File: config.mk
export PLATFORM = sky130hd
export DESIGN_NAME = dllcal_seq
export DESIGN_NICKNAME = d
export VERILOG_FILES = /design/src/rtl/dllcal_pkg.sv /design/src/rtl/dllcal_lut.sv /design/src/rtl/dllcal_trig.sv /design/src/rtl/dllcal_plan.sv /design/src/rtl/dllcal_seq.sv
export SDC_FILE = /design/constraint.sdc
export NUM_CORES = 1
export LEC_CHECK = 0
export ABC_CLOCK_PERIOD_IN_PS = 2390
export BUFFER_PORTS_ARGS = -buffer_cell sky130_fd_sc_hd__buf_2
export CAP_MARGIN = 20
export CORE_ASPECT_RATIO = 1.1
export CORE_MARGIN = 2
export CORE_UTILIZATION = 35
export DETAILED_ROUTE_END_ITERATION = 8
export GPL_ROUTABILITY_DRIVEN = 0
export GPL_TIMING_DRIVEN = 0
export PLACE_DENSITY = 0.6
export SYNTH_ARGS = -nofsm -noshare
export SYNTH_HDL_FRONTEND = slang
export SYNTH_SLANG_ARGS = --single-unit
File: constraint.sdc
create_clock -name clk -period 2.39 [get_ports clk]
set_input_delay 0.239 -clock clk [delete_from_list [all_inputs] [get_ports clk]]
set_output_delay 0.239 -clock clk [all_outputs]
set_load 0.1 [all_outputs]
File: src/rtl/dllcal_pkg.sv
package dllcal_pkg;

  localparam int DATA_W = 32;
  localparam int SEL_W  = 3;
  localparam int IDX_W  = 4;

  // indirect addresses and fixed words of the calibration unit
  localparam logic [5:0]        A_UNLOCK    = 6'h00;
  localparam logic [5:0]        A_RAW_CODE  = 6'h26;
  localparam logic [5:0]        A_MANUAL    = 6'h22;
  localparam logic [DATA_W-1:0] UNLOCK_WORD = 32'hA500_0000;
  localparam logic [DATA_W-1:0] RD_FLAG     = 32'h0000_0100;
  localparam logic [DATA_W-1:0] MANUAL_BIT  = 32'h0000_0080;

  // index of the final (offset) step of each sequence
  localparam logic [IDX_W-1:0] EN_LAST  = IDX_W'(12);
  localparam logic [IDX_W-1:0] DIS_LAST = IDX_W'(8);

  typedef enum logic [SEL_W-1:0] {
    SEL_CTRL  = 3'd0,
    SEL_START = 3'd1,
    SEL_WDATA = 3'd2,
    SEL_RDATA = 3'd3,
    SEL_OFS   = 3'd4
  } sel_e;

  typedef enum logic {
    SEQ_EN  = 1'b0,
    SEQ_DIS = 1'b1
  } seq_e;

  typedef enum logic [1:0] {
    DK_CONST = 2'd0,
    DK_MAP   = 2'd1,
    DK_OFS   = 2'd2
  } kind_e;

  typedef struct packed {
    sel_e              sel;
    logic              wr;
    kind_e             kind;
    logic [DATA_W-1:0] val;
    logic              last;
    logic              capture;
  } step_t;

endpackage

File: src/rtl/dllcal_lut.sv
module dllcal_lut #(
  parameter int IDX_W   = 5,
  parameter int ENTRY_W = 7
) (
  input  logic               clk,
  input  logic               rst_n,
  input  logic               wr_en,
  input  logic [IDX_W-1:0]   wr_idx,
  input  logic [ENTRY_W-1:0] wr_data,
  input  logic [IDX_W-1:0]   rd_idx,
  output logic [ENTRY_W-1:0] rd_data
);
  localparam int DEPTH = 1 << IDX_W;

  logic [ENTRY_W-1:0] ent [DEPTH];
  logic [DEPTH-1:0]   we;

  // one decoded write strobe per entry
  for (genvar i = 0; i < DEPTH; i++) begin : g_we
    assign we[i] = wr_en && (wr_idx == IDX_W'(i));
  end

  always_ff @(posedge clk or negedge rst_n) begin
    if (!rst_n) begin
      for (int i = 0; i < DEPTH; i++) ent[i] <= '0;
    end else begin
      for (int i = 0; i < DEPTH; i++) begin
        if (we[i]) ent[i] <= wr_data;
      end
    end
  end

  assign rd_data = ent[rd_idx];


  lut_write_lands_chk: assert property (@(posedge clk) disable iff (!rst_n)
    wr_en |=> ent[$past(wr_idx)] == $past(wr_data));

endmodule

File: src/rtl/dllcal_trig.sv
module dllcal_trig
  import dllcal_pkg::*;
(
  input  logic clk,
  input  logic rst_n,
  input  logic idle,
  input  logic feat_en,
  input  logic tbl_present,
  input  logic hs_enter,
  input  logic stat_done,
  input  logic dis_req,
  output logic launch,
  output seq_e launch_seq
);
  logic pending_q;
  logic en_ok;
  logic en_launch;

  assign en_ok      = stat_done && feat_en && tbl_present && pending_q;
  assign launch     = idle && (dis_req || en_ok);
  assign launch_seq = dis_req ? SEQ_DIS : SEQ_EN;
  assign en_launch  = idle && !dis_req && en_ok;

  always_ff @(posedge clk or negedge rst_n) begin
    if (!rst_n)         pending_q <= 1'b0;
    else if (hs_enter)  pending_q <= 1'b1;
    else if (en_launch) pending_q <= 1'b0;
  end


  arm_sets_pending_chk: assert property (@(posedge clk) disable iff (!rst_n)
    hs_enter |=> pending_q);


  launch_consumes_chk: assert property (@(posedge clk) disable iff (!rst_n)
    (launch && launch_seq == SEQ_EN && !hs_enter) |=> !pending_q);


  disable_keeps_pending_chk: assert property (@(posedge clk) disable iff (!rst_n)
    (idle && dis_req && !hs_enter) |=> pending_q == $past(pending_q));

endmodule

File: src/rtl/dllcal_plan.sv
module dllcal_plan
  import dllcal_pkg::*;
(
  input  seq_e             seq,
  input  logic [IDX_W-1:0] idx,
  output step_t            step
);
  logic [1:0]        op;
  logic [1:0]        sub;
  logic [5:0]        addr;
  logic              rd_op;
  logic [IDX_W-1:0]  last_idx;
  kind_e             wkind;
  logic [DATA_W-1:0] wval;

  always_comb begin
    op       = idx[IDX_W-1:2];
    sub      = idx[1:0];
    last_idx = (seq == SEQ_EN) ? EN_LAST : DIS_LAST;
    rd_op    = (seq == SEQ_EN) && (op == 2'd1);

    if (op == 2'd0)  addr = A_UNLOCK;
    else if (rd_op)  addr = A_RAW_CODE;
    else             addr = A_MANUAL;

    if (op == 2'd0) begin
      wkind = DK_CONST;
      wval  = UNLOCK_WORD;
    end else if (seq == SEQ_EN) begin
      wkind = DK_MAP;
      wval  = '0;
    end else begin
      wkind = DK_CONST;
      wval  = '0;
    end

    step         = '0;
    step.sel     = SEL_CTRL;
    step.wr      = 1'b1;
    step.kind    = DK_CONST;
    step.last    = (idx == last_idx);
    step.capture = 1'b0;

    if (idx == last_idx) begin
      step.sel  = SEL_OFS;
      step.kind = (seq == SEQ_EN) ? DK_OFS : DK_CONST;
      step.val  = '0;
    end else if (rd_op) begin
      case (sub)
        2'd0: begin step.sel = SEL_CTRL;  step.val = RD_FLAG | DATA_W'(addr); end
        2'd1: begin step.sel = SEL_START; step.val = DATA_W'(1); end
        2'd2: begin step.sel = SEL_START; step.val = '0; end
        default: begin
          step.sel     = SEL_RDATA;
          step.wr      = 1'b0;
          step.capture = 1'b1;
        end
      endcase
    end else begin
      case (sub)
        2'd0: begin step.sel = SEL_CTRL;  step.val = DATA_W'(addr); end
        2'd1: begin step.sel = SEL_WDATA; step.kind = wkind; step.val = wval; end
        2'd2: begin step.sel = SEL_START; step.val = DATA_W'(1); end
        default: begin step.sel = SEL_START; step.val = '0; end
      endcase
    end
  end

endmodule

File: src/rtl/dllcal_seq.sv
module dllcal_seq
  import dllcal_pkg::*;
#(
  parameter int CODE_W  = 5,
  parameter int ENTRY_W = 7,
  parameter int OFS_W   = 2
) (
  input  logic               clk,
  input  logic               rst_n,
  input  logic               feat_en,
  input  logic               tbl_present,
  input  logic               hs_mode_enter,
  input  logic               status_cmd_done,
  input  logic               cal_disable_req,
  input  logic [OFS_W-1:0]   offset_cfg,
  input  logic               tbl_wr_en,
  input  logic [CODE_W-1:0]  tbl_wr_idx,
  input  logic [ENTRY_W-1:0] tbl_wr_data,
  output logic               port_valid,
  input  logic               port_ready,
  output logic               port_write,
  output logic [SEL_W-1:0]   port_sel,
  output logic [DATA_W-1:0]  port_wdata,
  input  logic [CODE_W-1:0]  port_rdata,
  output logic               busy,
  output logic               done
);
  logic               busy_q;
  logic               done_q;
  seq_e               seq_q;
  logic [IDX_W-1:0]   idx_q;
  logic [ENTRY_W-1:0] map_q;
  logic [OFS_W-1:0]   ofs_q;
  logic               launch;
  seq_e               launch_seq;
  logic [ENTRY_W-1:0] lut_rd;
  step_t              step;
  logic               xfer;

  dllcal_trig u_trig (
    .clk        (clk),
    .rst_n      (rst_n),
    .idle       (!busy_q),
    .feat_en    (feat_en),
    .tbl_present(tbl_present),
    .hs_enter   (hs_mode_enter),
    .stat_done  (status_cmd_done),
    .dis_req    (cal_disable_req),
    .launch     (launch),
    .launch_seq (launch_seq)
  );

  dllcal_lut #(.IDX_W(CODE_W), .ENTRY_W(ENTRY_W)) u_lut (
    .clk    (clk),
    .rst_n  (rst_n),
    .wr_en  (tbl_wr_en),
    .wr_idx (tbl_wr_idx),
    .wr_data(tbl_wr_data),
    .rd_idx (port_rdata),
    .rd_data(lut_rd)
  );

  dllcal_plan u_plan (
    .seq (seq_q),
    .idx (idx_q),
    .step(step)
  );

  assign xfer = busy_q && port_ready;

  always_ff @(posedge clk or negedge rst_n) begin
    if (!rst_n) begin
      busy_q <= 1'b0;
      done_q <= 1'b0;
      seq_q  <= SEQ_EN;
      idx_q  <= '0;
      map_q  <= '0;
      ofs_q  <= '0;
    end else begin
      done_q <= 1'b0;
      if (!busy_q) begin
        if (launch) begin
          busy_q <= 1'b1;
          seq_q  <= launch_seq;
          idx_q  <= '0;
          ofs_q  <= offset_cfg;
        end
      end else if (xfer) begin
        if (step.capture) map_q <= lut_rd;
        if (step.last) begin
          busy_q <= 1'b0;
          done_q <= 1'b1;
        end else begin
          idx_q <= idx_q + 1'b1;
        end
      end
    end
  end

  always_comb begin
    case (step.kind)
      DK_MAP:  port_wdata = MANUAL_BIT | DATA_W'(map_q);
      DK_OFS:  port_wdata = DATA_W'(ofs_q);
      default: port_wdata = step.val;
    endcase
  end

  assign port_valid = busy_q;
  assign port_write = step.wr;
  assign port_sel   = step.sel;
  assign busy       = busy_q;
  assign done       = done_q;


  hold_under_stall_chk: assert property (@(posedge clk) disable iff (!rst_n)
    (port_valid && !port_ready) |=> port_valid && $stable(port_sel)
      && $stable(port_write) && $stable(port_wdata));


  done_single_chk: assert property (@(posedge clk) disable iff (!rst_n)
    done |=> !done);


  done_after_busy_chk: assert property (@(posedge clk) disable iff (!rst_n)
    done |-> !busy && $past(busy) && $past(port_ready));


  start_needs_trigger_chk: assert property (@(posedge clk) disable iff (!rst_n)
    $rose(busy) |-> $past(cal_disable_req || status_cmd_done));


  strobe_is_bit_chk: assert property (@(posedge clk) disable iff (!rst_n)
    (port_valid && port_sel == SEL_START) |-> port_write && port_wdata[DATA_W-1:1] == '0);

endmodule

==> results of run 1 <==
kinds of logic after synthesis:
group                      count (synthesis)
muxes                                    299
AOI/OAI and AO/OA                         68
buffers and inverters                     84
DFF                                      241
and+or+nand+nor                          120
xor gates and xnor gates                   3
adders and majority gates                  6
other                                      1
registers in the layout, indices dropped and copies added (netlist names):
register / count
done: 1
u_trig.pending_q: 1
seq_q: 1
map_q: 7
idx_q: 4
busy: 1
ofs_q: 2
u_lut.ent: 224
final timing paths:
kind | start | end | slack [ns]
min in group asynchronous | rst_n | u_lut.ent[121]$_DFFE_PN0P_ | 0.22
max in group asynchronous | rst_n | seq_q$_DFFE_PN0P_ | 1.24
worst min register to register | u_trig.pending_q$_DFFE_PN0P_ | u_trig.pending_q$_DFFE_PN0P_ | 0.47
worst min-delay path | tbl_wr_data[2] | u_lut.ent[135]$_DFFE_PN0P_ | 0.02
worst max-delay path | port_rdata[1] | map_q[1]$_DFFE_PN0P_ | 0.06
worst max register to register | idx_q[0]$_DFFE_PN0P_ | map_q[5]$_DFFE_PN0P_ | 0.32
layer usage:
metal  track usage, %  vias to the layer above  part of all wire, %  routed length [um]
met5                0                        -                    0                   0
met4             3.09                        0                  1.2                 365
met3             2.64                       32                  3.9                1150
met2             29.6                      141                   50               14700
met1             24.0                     3787                   45               13100
li1                 -                     3190                    -                   -
synthesized netlist by cell type, drive strengths merged:
master,n,area [um2]
a22oi,18,135
o21ai,14,70.1
a22o,8,70.1
or3,7,43.8
nand2,30,113
nand3b,3,22.5
nand4,6,37.5
o21a,2,15.0
ha,6,75.1
nand3,4,20.0
nor2b,6,37.5
mux4,44,991
inv,6,22.5
buf,46,352
nor4,2,25.0
nor3b,2,15.0
a21o,1,7.51
xor2,2,17.5
clkbuf,32,120
a222oi,1,10.0
a221oi,6,52.6
mux2,227,2560
o22ai,1,6.26
conb,1,3.75
nand2b,11,68.8
and3,2,12.5
nand4b,3,26.3
a21oi,9,45.0
xnor2,1,8.76
dfrtp,241,6030
a31oi,7,43.8
mux2i,28,280
nor3,9,65.1
and2,6,37.5
o31ai,1,7.51
nor2,29,109
layout make-up:
class                           count  area, um2
Timing Repair Buffer               60        515
Inverter                            6       28.8
Multi-Input combinational cell    515       5190
Tap cell                          426        533
Fill cell                        2983      18800
Clock buffer                       40        762
Clock inverter                      4       48.8
Sequential cell                   241       6040
Buffer                             76        463
through the flow:
stage	TNS, ns	worst slack (ns)	hold slack (ns)	instance area [um2]	power (mW)
final	0	0.0571	0.0165	13600	12.8
after global routing	-0.0140	-0.0104	0.00944	13600	13.5
after detailed placement	-2.15	-0.408	0.201	12500	8.82
after floorplan	-3.84	-0.581	-0.0566	11700	8.02
after CTS	0	0.00348	0.000167	13500	12.9
after global placement	-811.84	-3.38	0.426	12400	8.73
power groups by stage:
| stage | Combinational [mW] | Clock (mW) | Sequential [mW] |
|---|---|---|---|
| global placement | 3.33 | 0 | 5.39 |
| floorplan | 2.70 | 0 | 5.32 |
| global route | 3.82 | 4.13 | 5.50 |
| detailed placement | 3.40 | 0 | 5.43 |
| finish | 3.57 | 3.86 | 5.40 |
| CTS | 3.53 | 3.95 | 5.39 |
critical path, cell delays in order:
cell,delay (ns)
buf_2,0.12
buf_2,0.29
clkbuf_1,0.66
mux4_2,0.43
a22oi_1,0.33
a21oi_1,0.22
a31oi_1,0.33
o21ai_1,0.09
what timing repair did:
item,CTS,global route
gates resized for setup,34,7
endpoints found under the setup margin,15,11
endpoints found under the hold margin,64,0
pin swaps,3,2
hold buffers,8,0
buffers inserted,2,3
==> load_flow_metrics.sql, run 1 <==
INSERT INTO impl_metrics (metric_group, metric, value, unit) VALUES
('synthesis', 'ys_seq_area_share', '52.2', '%'),
('power_and_ir_drop', 'p_int', '8.73', 'mW'),
('placed_design', 'buffer_ports.inserted', '44', ''),
('synthesis', 'synthAdderAreaFrac', '0.650', '%'),
('cells_and_area', 'insertedDiodeCount', '0', ''),
('cells_and_area', 'num-nets-final', '959', ''),
('floorplan', 'floorplan.die_area', '34500', 'um2'),
('global_route', 'initial_antenna_violation_count', '0', ''),
('drt', 'drt-wirelength-per-cell', '21.4', 'um'),
('sta', 'clock-skew-final', '0.00537', 'ns'),
('floorplan', 'rows', '69', ''),
('power_and_ir_drop', 'power_density', '945', 'nW/um2'),
('power_and_ir_drop', 'net-switching-power', '4.11', 'mW'),
('worst_setup_path', 'critical_path.startpoint_type', 'input port', ''),
('drt', 'vias_per_cell', '5.23', ''),
('power_and_ir_drop', 'share_seq_of_total_power', '42.0', '%'),
('drt', 'routed_wirelength', '29300', 'um'),
('synthesis', 'largest_family_of_logic_cells_by_synthesized_area', 'multiplexers', ''),
('synthesis', 'yosysUniqueCellTypes', '42', ''),
('floorplan', 'core_region_area', '32400', 'um2'),
('floorplan', 'die_y', '195', 'um'),
('sta', 'max_freq', '429', 'MHz'),
('cells_and_area', 'layout.cells.most_common', 'dfrtp_1', ''),
('global_route', 'grt_use_total', '17.5', '%'),
('cells_and_area', 'drive_above_1_share', '45.5', '%'),
('clocking', 'htree_num_levels', '1', ''),
('status', 'status', 'finished clean', ''),
('synthesis', 'synth-seq-cells', '241', ''),
('drt', 'drc_errors', '0', ''),
('worst_setup_path', 'critPathMaxFanout', '10', ''),
('drt', 'number_of_detailed_routing_iterations_run_before_antenna_repair', '6', ''),
('global_route', 'overflow_after_grt', '0', ''),
('synthesis', 'gate_count_post_synth', '822', ''),
('sta', 'finalMaxSlewViolations', '0', ''),
('power_and_ir_drop', 'share_clk_of_total_power', '30.1', '%'),
('global_route', 'first_global_vias', '7510', ''),
('synthesis', 'synth_area_in_simple_gates', '5.48', '%'),
('worst_setup_path', 'timing.critical_path.arrival', '2.74', 'ns'),
('job', 'maxcap_violations', '0', ''),
('sta', 'slew_headroom', '30.0', '%'),
('sta', 'finalCriticalPeriod', '2.33', 'ns'),
('clocking', 'worstSkewPairLatency', '0.52', 'ns'),
('cells_and_area', 'post-route-util', '41.9', '%'),
('cells_and_area', 'synthToLayoutAreaGrowth', '17.5', '%'),
('cells_and_area', 'finalNonFillerCells', '1368', ''),
('power_and_ir_drop', 'pwr-share-comb', '27.8', '%'),
('placed_design', 'detailed_place_hpwl', '20400', 'um'),
('clocking', 'root_buffer', 'clkbuf_16', ''),
('synthesis', 'post_synth_mux_area_share', '33.1', '%'),
('min_path', 'worst_hold_path.num_cells', '2', ''),
('synthesis', 'synthesis.yosys.warnings', '0', ''),
('synthesis', 'synth-compound-area-share', '4.01', '%'),
('power_and_ir_drop', 'peakVddDrop', '0.000491', 'V'),
('cells_and_area', 'commonest_non_fill_non_tap_cells_in_the_layout', 'dfrtp_1 (237), mux2_2 (227), mux4_2 (44)', ''),
('clocking', 'maximum_count_of_clock_buffers_along_a_single_path', '3', ''),
('drt', 'drt_iter0_markers', '468', ''),
('floorplan', 'floorplan.die.width', '177', 'um'),
('min_path', 'hold_path.class', 'input port to flip-flop', ''),
('sta', 'timing.final.crit_share', '97.6', '%'),
('drt', 'final_antenna_net_count', '0', ''),
('sta', 'final-hold-violation-count', '0', ''),
('clocking', 'cts.clk_slew.worst_paths', '0.06', 'ns'),
('sta', 'timing_worst_slew_pin_value', '1.04', 'ns'),
('clocking', 'tritoncts.num_buffers', '25', ''),
('drt', 'detailroute.via_count', '7150', ''),
('clocking', 'clock_sink_count', '241', ''),
('sta', 'timing.final.setup_violations', '0', ''),
('power_and_ir_drop', 'netSwitchingFraction', '32.0', '%'),
('global_route', 'grt_start_max_net_pins', '108', ''),
('worst_setup_path', 'worstPathRequired', '2.79', 'ns'),
('power_and_ir_drop', 'p_leak', '6.02', 'nW'),
('floorplan', 'design.portCount', '67', ''),
('synthesis', 'post_synthesis_xor_xnor_area_fraction', '0.227', '%'),
('synthesis', 'syn_avg_cell_area', '14.1', 'um2'),
('worst_setup_path', 'cp-end-kind', 'flip-flop', ''),
('synthesis', 'syn-cell-area', '11600', 'um2'),
('sta', 'rsz0062_at_grt', 'true', ''),
('clocking', 'clock_tree_from_tritoncts', 'done', ''),
('worst_setup_path', 'path_class', 'input port to flip-flop', ''),
('global_route', 'grt_pass1_wl', '45800', 'um'),
('floorplan', 'floorplan.initialDensity', '35.7', '%'),
('placed_design', 'numPlacedInstances', '1312', ''),
('worst_setup_path', 'r2r_cells', '8', '');
No activity file was read; power rests on OpenSTA's default activity.
==> run 2, diff against run 1 <==
==> constraint.sdc (replaced) <==
create_clock -name clk -period 2.39 [get_ports clk]
set_input_delay 0.1195 -clock clk [delete_from_list [all_inputs] [get_ports clk]]
set_output_delay 0.1195 -clock clk [all_outputs]
set_load 0.1 [all_outputs]
==> run 2 against run 1 <==
Compared with the run above:
- clock-buffer cell count is 3 higher
- total power hardly changed
- sequential power hardly changed
- critical path type unchanged
- largest power group unchanged
- highest routed layer unchanged
==> load_flow_metrics.sql, run 2 (same netlist as run 1, synthesis figures left out) <==
INSERT INTO impl_metrics (metric_group, metric, value, unit) VALUES
('cells_and_area', 'max_flop_register', 'u_lut.ent', ''),
('floorplan', 'floorplan.die.width', '177', 'um'),
('sta', 'final_critical_path_setup_slack', '0.0915', 'ns'),
('cells_and_area', 'insertedDiodeCount', '0', ''),
('min_path', 'hold_start', 'tbl_wr_idx[1]', ''),
('cells_and_area', 'commonest_non_fill_non_tap_cells_in_the_layout', 'dfrtp_1 (239), mux2_2 (227), buf_2 (44), mux4_2 (44), clkbuf_1 (41)', ''),
('cells_and_area', 'largest_registers', 'u_lut.ent (224), map_q (7), idx_q (4)', ''),
('clocking', 'worstSkewPairLatency', '0.53', 'ns'),
('floorplan', 'die_y', '195', 'um'),
('clocking', 'root_buffer', 'clkbuf_16', ''),
('min_path', 'min_to', 'u_lut.ent[138]$_DFFE_PN0P_', ''),
('placed_design', 'place_worst_setup_slack', '-0.339', 'ns'),
('drt', 'number_of_detailed_routing_iterations_run_before_antenna_repair', '7', ''),
('cells_and_area', 'fillerInstances', '3002', ''),
('clocking', 'cts.clk_slew.worst_paths', '0.06', 'ns'),
('placed_design', 'numPlacedInstances', '1312', ''),
('sta', 'timing.final.crit_share', '96.2', '%'),
('global_route', 'grt_start_max_net_pins', '122', ''),
('worst_setup_path', 'ff2ff_setup_slack', '0.33', 'ns'),
('global_route', 'grt_use_total', '17.5', '%'),
('sta', 'timing_worst_slew_pin_value', '1.04', 'ns'),
('sta', 'final-hold-violation-count', '0', ''),
('power_and_ir_drop', 'power_density', '944', 'nW/um2'),
('cells_and_area', 'num-nets-final', '967', ''),
('job', 'maxcap_violations', '0', ''),
('worst_setup_path', 'worst_r2r_endpoint', 'map_q[5]$_DFFE_PN0P_', ''),
('drt', 'routed_wirelength', '29700', 'um'),
('sta', 'timing.final.setup_violations', '0', ''),
('global_route', 'first_global_vias', '7390', ''),
('sta', 'finalCriticalPeriod', '2.30', 'ns'),
('power_and_ir_drop', 'peakVddDrop', '0.000515', 'V'),
('min_path', 'hold_path.class', 'input port to flip-flop', ''),
('cells_and_area', 'finalNonFillerCells', '1378', ''),
('clocking', 'htree_num_levels', '1', ''),
('clocking', 'maximum_count_of_clock_buffers_along_a_single_path', '3', ''),
('placed_design', 'buffer_ports.inserted', '44', ''),
('global_route', 'initial_antenna_violation_count', '0', ''),
('worst_setup_path', 'critPathMaxFanout', '10', ''),
('worst_setup_path', 'critical_path.startpoint_type', 'input port', ''),
('placed_design', 'detailed_place_hpwl', '20200', 'um'),
('status', 'status', 'finished clean', ''),
('sta', 'finalMaxSlewViolations', '0', ''),
('floorplan', 'core_region_area', '32400', 'um2'),
('drt', 'vias_per_cell', '5.24', ''),
('worst_setup_path', 'r2r_cells', '8', ''),
('power_and_ir_drop', 'p_leak', '6.02', 'nW'),
('global_route', 'grt_pass1_wl', '45500', 'um'),
('floorplan', 'floorplan.die_area', '34500', 'um2'),
('worst_setup_path', 'worstPathRequired', '2.79', 'ns'),
('sta', 'slew_headroom', '30.2', '%'),
('clocking', 'clock_tree_from_tritoncts', 'done', ''),
('min_path', 'worst_hold_path.num_cells', '3', ''),
('worst_setup_path', 'cp-end-kind', 'flip-flop', ''),
('drt', 'final_antenna_net_count', '0', ''),
('sta', 'clock-skew-final', '0.00598', 'ns'),
('worst_setup_path', 'crit-reg2reg-launch', 'idx_q[0]$_DFFE_PN0P_', ''),
('cells_and_area', 'post-route-util', '42.0', '%'),
('global_route', 'overflow_after_grt', '0', ''),
('cells_and_area', 'drive_above_1_share', '44.4', '%'),
('sta', 'max_freq', '435', 'MHz'),
('cells_and_area', 'layout.cells.most_common', 'dfrtp_1', ''),
('floorplan', 'design.portCount', '67', ''),
('sta', 'rsz0062_at_grt', 'false', ''),
('drt', 'drc_errors', '0', ''),
('drt', 'drt_iter0_markers', '511', ''),
('floorplan', 'floorplan.initialDensity', '35.7', '%'),
('drt', 'drt-wirelength-per-cell', '21.5', 'um'),
('worst_setup_path', 'timing.critical_path.arrival', '2.70', 'ns'),
('drt', 'detailroute.via_count', '7222', ''),
('clocking', 'tritoncts.num_buffers', '26', ''),
('floorplan', 'rows', '69', ''),
('worst_setup_path', 'path_class', 'input port to flip-flop', ''),
('clocking', 'clock_sink_count', '241', ''),
('cells_and_area', 'largest_register_ff_count', '224', ''),
('cells_and_area', 'synthToLayoutAreaGrowth', '17.7', '%');
run 2: cell types whose count changed in the layout (fill, tap and decap cells not counted), sizes merged:
cell | before | now
buf | 96 | 92
clkinv | 2 | 3
clkbuf | 72 | 76
inv | 6 | 5
dlygate4sd3 | 8 | 18
run 2: worst max-delay path by stage:
| stage | from | end | slack (ns) | depth (start not counted) |
|---|---|---|---|---|
| final | port_rdata[1] | map_q[1]$_DFFE_PN0P_ | 0.09 | 8 |
| after global routing | idx_q[2]$_DFFE_PN0P_ | port_sel[0] | 0.005 | 6 |
| after CTS | idx_q[1]$_DFFE_PN0P_ | port_wdata[5] | 0.007 | 7 |
| after detailed placement | port_rdata[1] | map_q[4]$_DFFE_PN0P_ | -0.34 | 8 |
| after global placement | rst_n | done$_DFF_PN0_ | -3.23 | 1 |
| after floorplan | idx_q[0]$_DFFE_PN0P_ | port_wdata[1] | -0.56 | 6 |
run 2: timing repair:
item,in CTS,in global routing
endpoints found under the hold margin,140,0
setup buffers,0,1
setup endpoints to repair,12,13
hold buffers,18,0
resized for setup,15,9
pin swaps,0,2
run 2: area by class of cell:
class / count / area [um2] / area share (%)
repair buffers: 66 / 539 / 3.97
well taps: 426 / 533 / 3.92
flip-flops and latches: 241 / 6030 / 44.4
multi-input cells: 515 / 5160 / 37.9
inverters: 6 / 26.3 / 0.193
clock inverters: 4 / 45.0 / 0.331
plain buffers: 77 / 468 / 3.44
clock buffers: 43 / 796 / 5.85
run 2: worst max-delay path, cell delays in order:
cell and delay, ns:
buf_2 0.11, buf_2 0.28, clkbuf_1 0.69, mux4_2 0.42, a22oi_1 0.36, a21oi_1 0.23
a31oi_1 0.37, o21ai_1 0.10
run 2: power breakdown:
group          switching, mW  total [mW]  internal (mW)  leakage, nW
Clock                   1.62        3.98           2.36        0.414
Sequential             0.457        5.38           4.92         3.07
Combinational           2.03        3.47           1.44         2.53
run 2: metrics by stage:
stage | instance area [um2] | setup TNS [ns] | hold WS, ns | total power, mW
6_report | 13600 | 0 | 0.128 | 12.8
3_3_place_gp | 12400 | -773.31 | 0.303 | 8.70
3_5_place_dp | 12500 | -1.61 | -0.103 | 8.80
4_1_cts | 13600 | 0 | 0.158 | 12.9
5_1_grt | 13600 | 0 | 0.125 | 13.4
2_1_floorplan | 11700 | -3.21 | -0.176 | 8.00
run 2: per-layer routing:
metal / share of wire (%) / global-route usage [%]
met1: 44 / 23.7
met4: 3.2 / 5.75
met3: 4.0 / 2.01
met5: 0 / 0
met2: 48 / 29.2
==> run 3, diff against run 2 <==
--- a/config.mk
+++ b/config.mk
@@ -11,10 +11,12 @@
 export CORE_ASPECT_RATIO = 1.1
 export CORE_MARGIN = 2
 export CORE_UTILIZATION = 35
+export CTS_BUF_LIST = sky130_fd_sc_hd__clkbuf_4
 export DETAILED_ROUTE_END_ITERATION = 8
 export GPL_ROUTABILITY_DRIVEN = 0
 export GPL_TIMING_DRIVEN = 0
 export PLACE_DENSITY = 0.6
+export SKIP_LAST_GASP = 1
 export SYNTH_ARGS = -nofsm -noshare
 export SYNTH_HDL_FRONTEND = slang
 export SYNTH_SLANG_ARGS = --single-unit
==> run 3 against run 2 <==
Compared with the run above:
- first-iteration DRC count decreased by 17%
- design area up 1.2%
- utilization increased by 0.51 points
- critical endpoint is now port_wdata[5]
- largest cell class unchanged
==> load_flow_metrics.sql, run 3 (same netlist as run 1, synthesis figures left out) <==
INSERT INTO impl_metrics (metric_group, metric, value, unit) VALUES
('worst_setup_path', 'cp-end-kind', 'primary output', ''),
('power_and_ir_drop', 'design_power_total', '12.8', 'mW'),
('clocking', 'clock_sink_count', '241', ''),
('cells_and_area', 'largest_register_ff_count', '224', ''),
('global_route', 'initial_antenna_violation_count', '1', ''),
('drt', 'drc_errors', '0', ''),
('job', 'maxcap_violations', '0', ''),
('cells_and_area', 'synthToLayoutAreaGrowth', '19.1', '%'),
('drt', 'routed_wirelength', '30300', 'um'),
('global_route', 'overflow_after_grt', '0', ''),
('placed_design', 'placedInstanceArea', '12500', 'um2'),
('sta', 'timing_worst_slew_pin_value', '1.03', 'ns'),
('clocking', 'clock_tree_from_tritoncts', 'done', ''),
('sta', 'clock-skew-final', '0.0438', 'ns'),
('sta', 'timing.final.crit_share', '96.8', '%'),
('clocking', 'cts.clk_slew.worst_paths', '0.06', 'ns'),
('drt', 'final_antenna_net_count', '0', ''),
('clocking', 'root_buffer', 'clkbuf_4', ''),
('worst_setup_path', 'path_class', 'flip-flop to primary output', ''),
('drt', 'vias_per_cell', '5.23', ''),
('worst_setup_path', 'worstPathRequired', '2.27', 'ns'),
('worst_setup_path', 'critical_path.startpoint_type', 'flip-flop', ''),
('cells_and_area', 'largest_registers', 'u_lut.ent (224), map_q (7), idx_q (4)', ''),
('floorplan', 'core_region_area', '32400', 'um2'),
('drt', 'drt-wirelength-per-cell', '20.9', 'um'),
('cells_and_area', 'num-nets-final', '1018', ''),
('power_and_ir_drop', 'power_density', '933', 'nW/um2'),
('drt', 'number_of_detailed_routing_iterations_run_before_antenna_repair', '5', ''),
('worst_setup_path', 'critPathMaxFanout', '6', ''),
('sta', 'finalMaxSlewViolations', '0', ''),
('sta', 'slew_headroom', '30.8', '%'),
('clocking', 'tritoncts.num_buffers', '68', ''),
('min_path', 'hold_path.class', 'input port to flip-flop', ''),
('floorplan', 'die_y', '195', 'um'),
('floorplan', 'floorplan.initialDensity', '35.7', '%'),
('placed_design', 'buffer_ports.inserted', '44', ''),
('floorplan', 'rows', '69', ''),
('placed_design', 'detailed_place_hpwl', '20200', 'um'),
('global_route', 'grt_pass1_wl', '46600', 'um'),
('cells_and_area', 'max_flop_register', 'u_lut.ent', ''),
('sta', 'max_freq', '432', 'MHz'),
('cells_and_area', 'fin_area', '13800', 'um2'),
('clocking', 'htree_num_levels', '3', ''),
('cells_and_area', 'commonest_non_fill_non_tap_cells_in_the_layout', 'dfrtp_1 (238), mux2_2 (227), clkbuf_4 (99)', ''),
('power_and_ir_drop', 'peakVddDrop', '0.000379', 'V'),
('cells_and_area', 'drive_above_1_share', '48.8', '%'),
('worst_setup_path', 'crit_path_top_delay_cell', 'dfrtp_2', ''),
('placed_design', 'place_worst_setup_slack', '-0.339', 'ns'),
('floorplan', 'design.portCount', '67', ''),
('drt', 'detailroute.via_count', '7576', ''),
('global_route', 'grt_use_total', '18.1', '%'),
('drt', 'drt_iter0_markers', '426', ''),
('power_and_ir_drop', 'p_leak', '6.18', 'nW'),
('worst_setup_path', 'critPathMaxStageDelay', '0.46', 'ns'),
('global_route', 'first_global_vias', '7829', ''),
('floorplan', 'floorplan.die_area', '34500', 'um2'),
('sta', 'final-hold-violation-count', '0', ''),
('global_route', 'grt_start_max_net_pins', '122', ''),
('sta', 'rsz0062_at_grt', 'true', ''),
('cells_and_area', 'layout.cells.most_common', 'dfrtp_1', ''),
('floorplan', 'floorplan.die.width', '177', 'um'),
('sta', 'finalCriticalPeriod', '2.31', 'ns'),
('worst_setup_path', 'timing.critical_path.arrival', '2.19', 'ns'),
('clocking', 'maximum_count_of_clock_buffers_along_a_single_path', '3', ''),
('sta', 'timing.final.setup_violations', '0', ''),
('sta', 'final_critical_path_setup_slack', '0.0773', 'ns'),
('worst_setup_path', 'timing.critical_path.cells', 'inv_4 > ha_4 > nor2_1 > or3_1 > o21ai_1 > buf_6', ''),
('clocking', 'worstSkewPairLatency', '0.69', 'ns'),
('status', 'status', 'finished clean', '');
-- run 3: critical path: cells and delay by family, from the launching register on --
family,cells,cell delay [ns]
flops,1,0.46
buf+inv,2,0.34
fa+ha+maj,1,0.19
simple gates,2,0.44
compound gates,1,0.13
-- run 3: area by class of cell --
type | count | area, um2
tap | 426 | 533
sequential | 241 | 6030
buffer | 77 | 474
fill | 3051 | 18600
clock inverter | 10 | 90.1
antenna | 1 | 2.50
multi-input combinational | 515 | 5200
timing repair buffer | 75 | 666
clock buffer | 98 | 736
inverter | 6 | 31.3
-- run 3: path summary, 6_finish.rpt --
check,start,endpoint,slack [ns],depth (start not counted)
max,idx_q[0]$_DFFE_PN0P_,port_wdata[5],0.08,6
min,port_rdata[4],map_q[5]$_DFFE_PN0P_,0.03,4
max reg2reg,idx_q[0]$_DFFE_PN0P_,map_q[2]$_DFFE_PN0P_,0.37,8
min reg2reg,map_q[4]$_DFFE_PN0P_,map_q[4]$_DFFE_PN0P_,0.49,2
max in group asynchronous,rst_n,u_lut.ent[58]$_DFFE_PN0P_,1.18,4
min in group asynchronous,rst_n,u_lut.ent[129]$_DFFE_PN0P_,0.07,3
-- run 3: repair_timing --
item | CTS | global route
pin swaps | 5 | 4
setup buffers | 5 | 2
hold buffers | 19 | 2
endpoints found under the hold margin | 143 | 1
resized for setup | 38 | 11
setup endpoints to repair | 15 | 15
-- run 3: stage by stage --
step                utilization, %  hold WS, ns  setup TNS [ns]  instances
finish                        42.5       0.0331               0       1449
CTS                           42.2      0.00453         -0.0367       1443
detailed placement            38.6       -0.103           -1.61       1312
global placement              38.4        0.303         -773.31       1310
floorplan                        -       -0.176           -3.21        840
global route                  42.5       0.0621         -0.0925       1449
-- run 3: metal layers --
layer  up-vias  share of wire, %  GRT usage, %
met5         -                 0             0
met4         0               2.7          6.58
met3        53               4.8          3.68
met2       220                49          29.9
met1      3948                43          23.3
li1       3355                 -             -
-- run 3: power breakdown --
| part | switching [mW] | internal (mW) | total (mW) |
|---|---|---|---|
| sequential | 0.463 | 4.92 | 5.39 |
| combinational | 2.10 | 1.58 | 3.69 |
| clock | 1.69 | 2.07 | 3.76 |
| total | 4.26 | 8.58 | 12.8 |
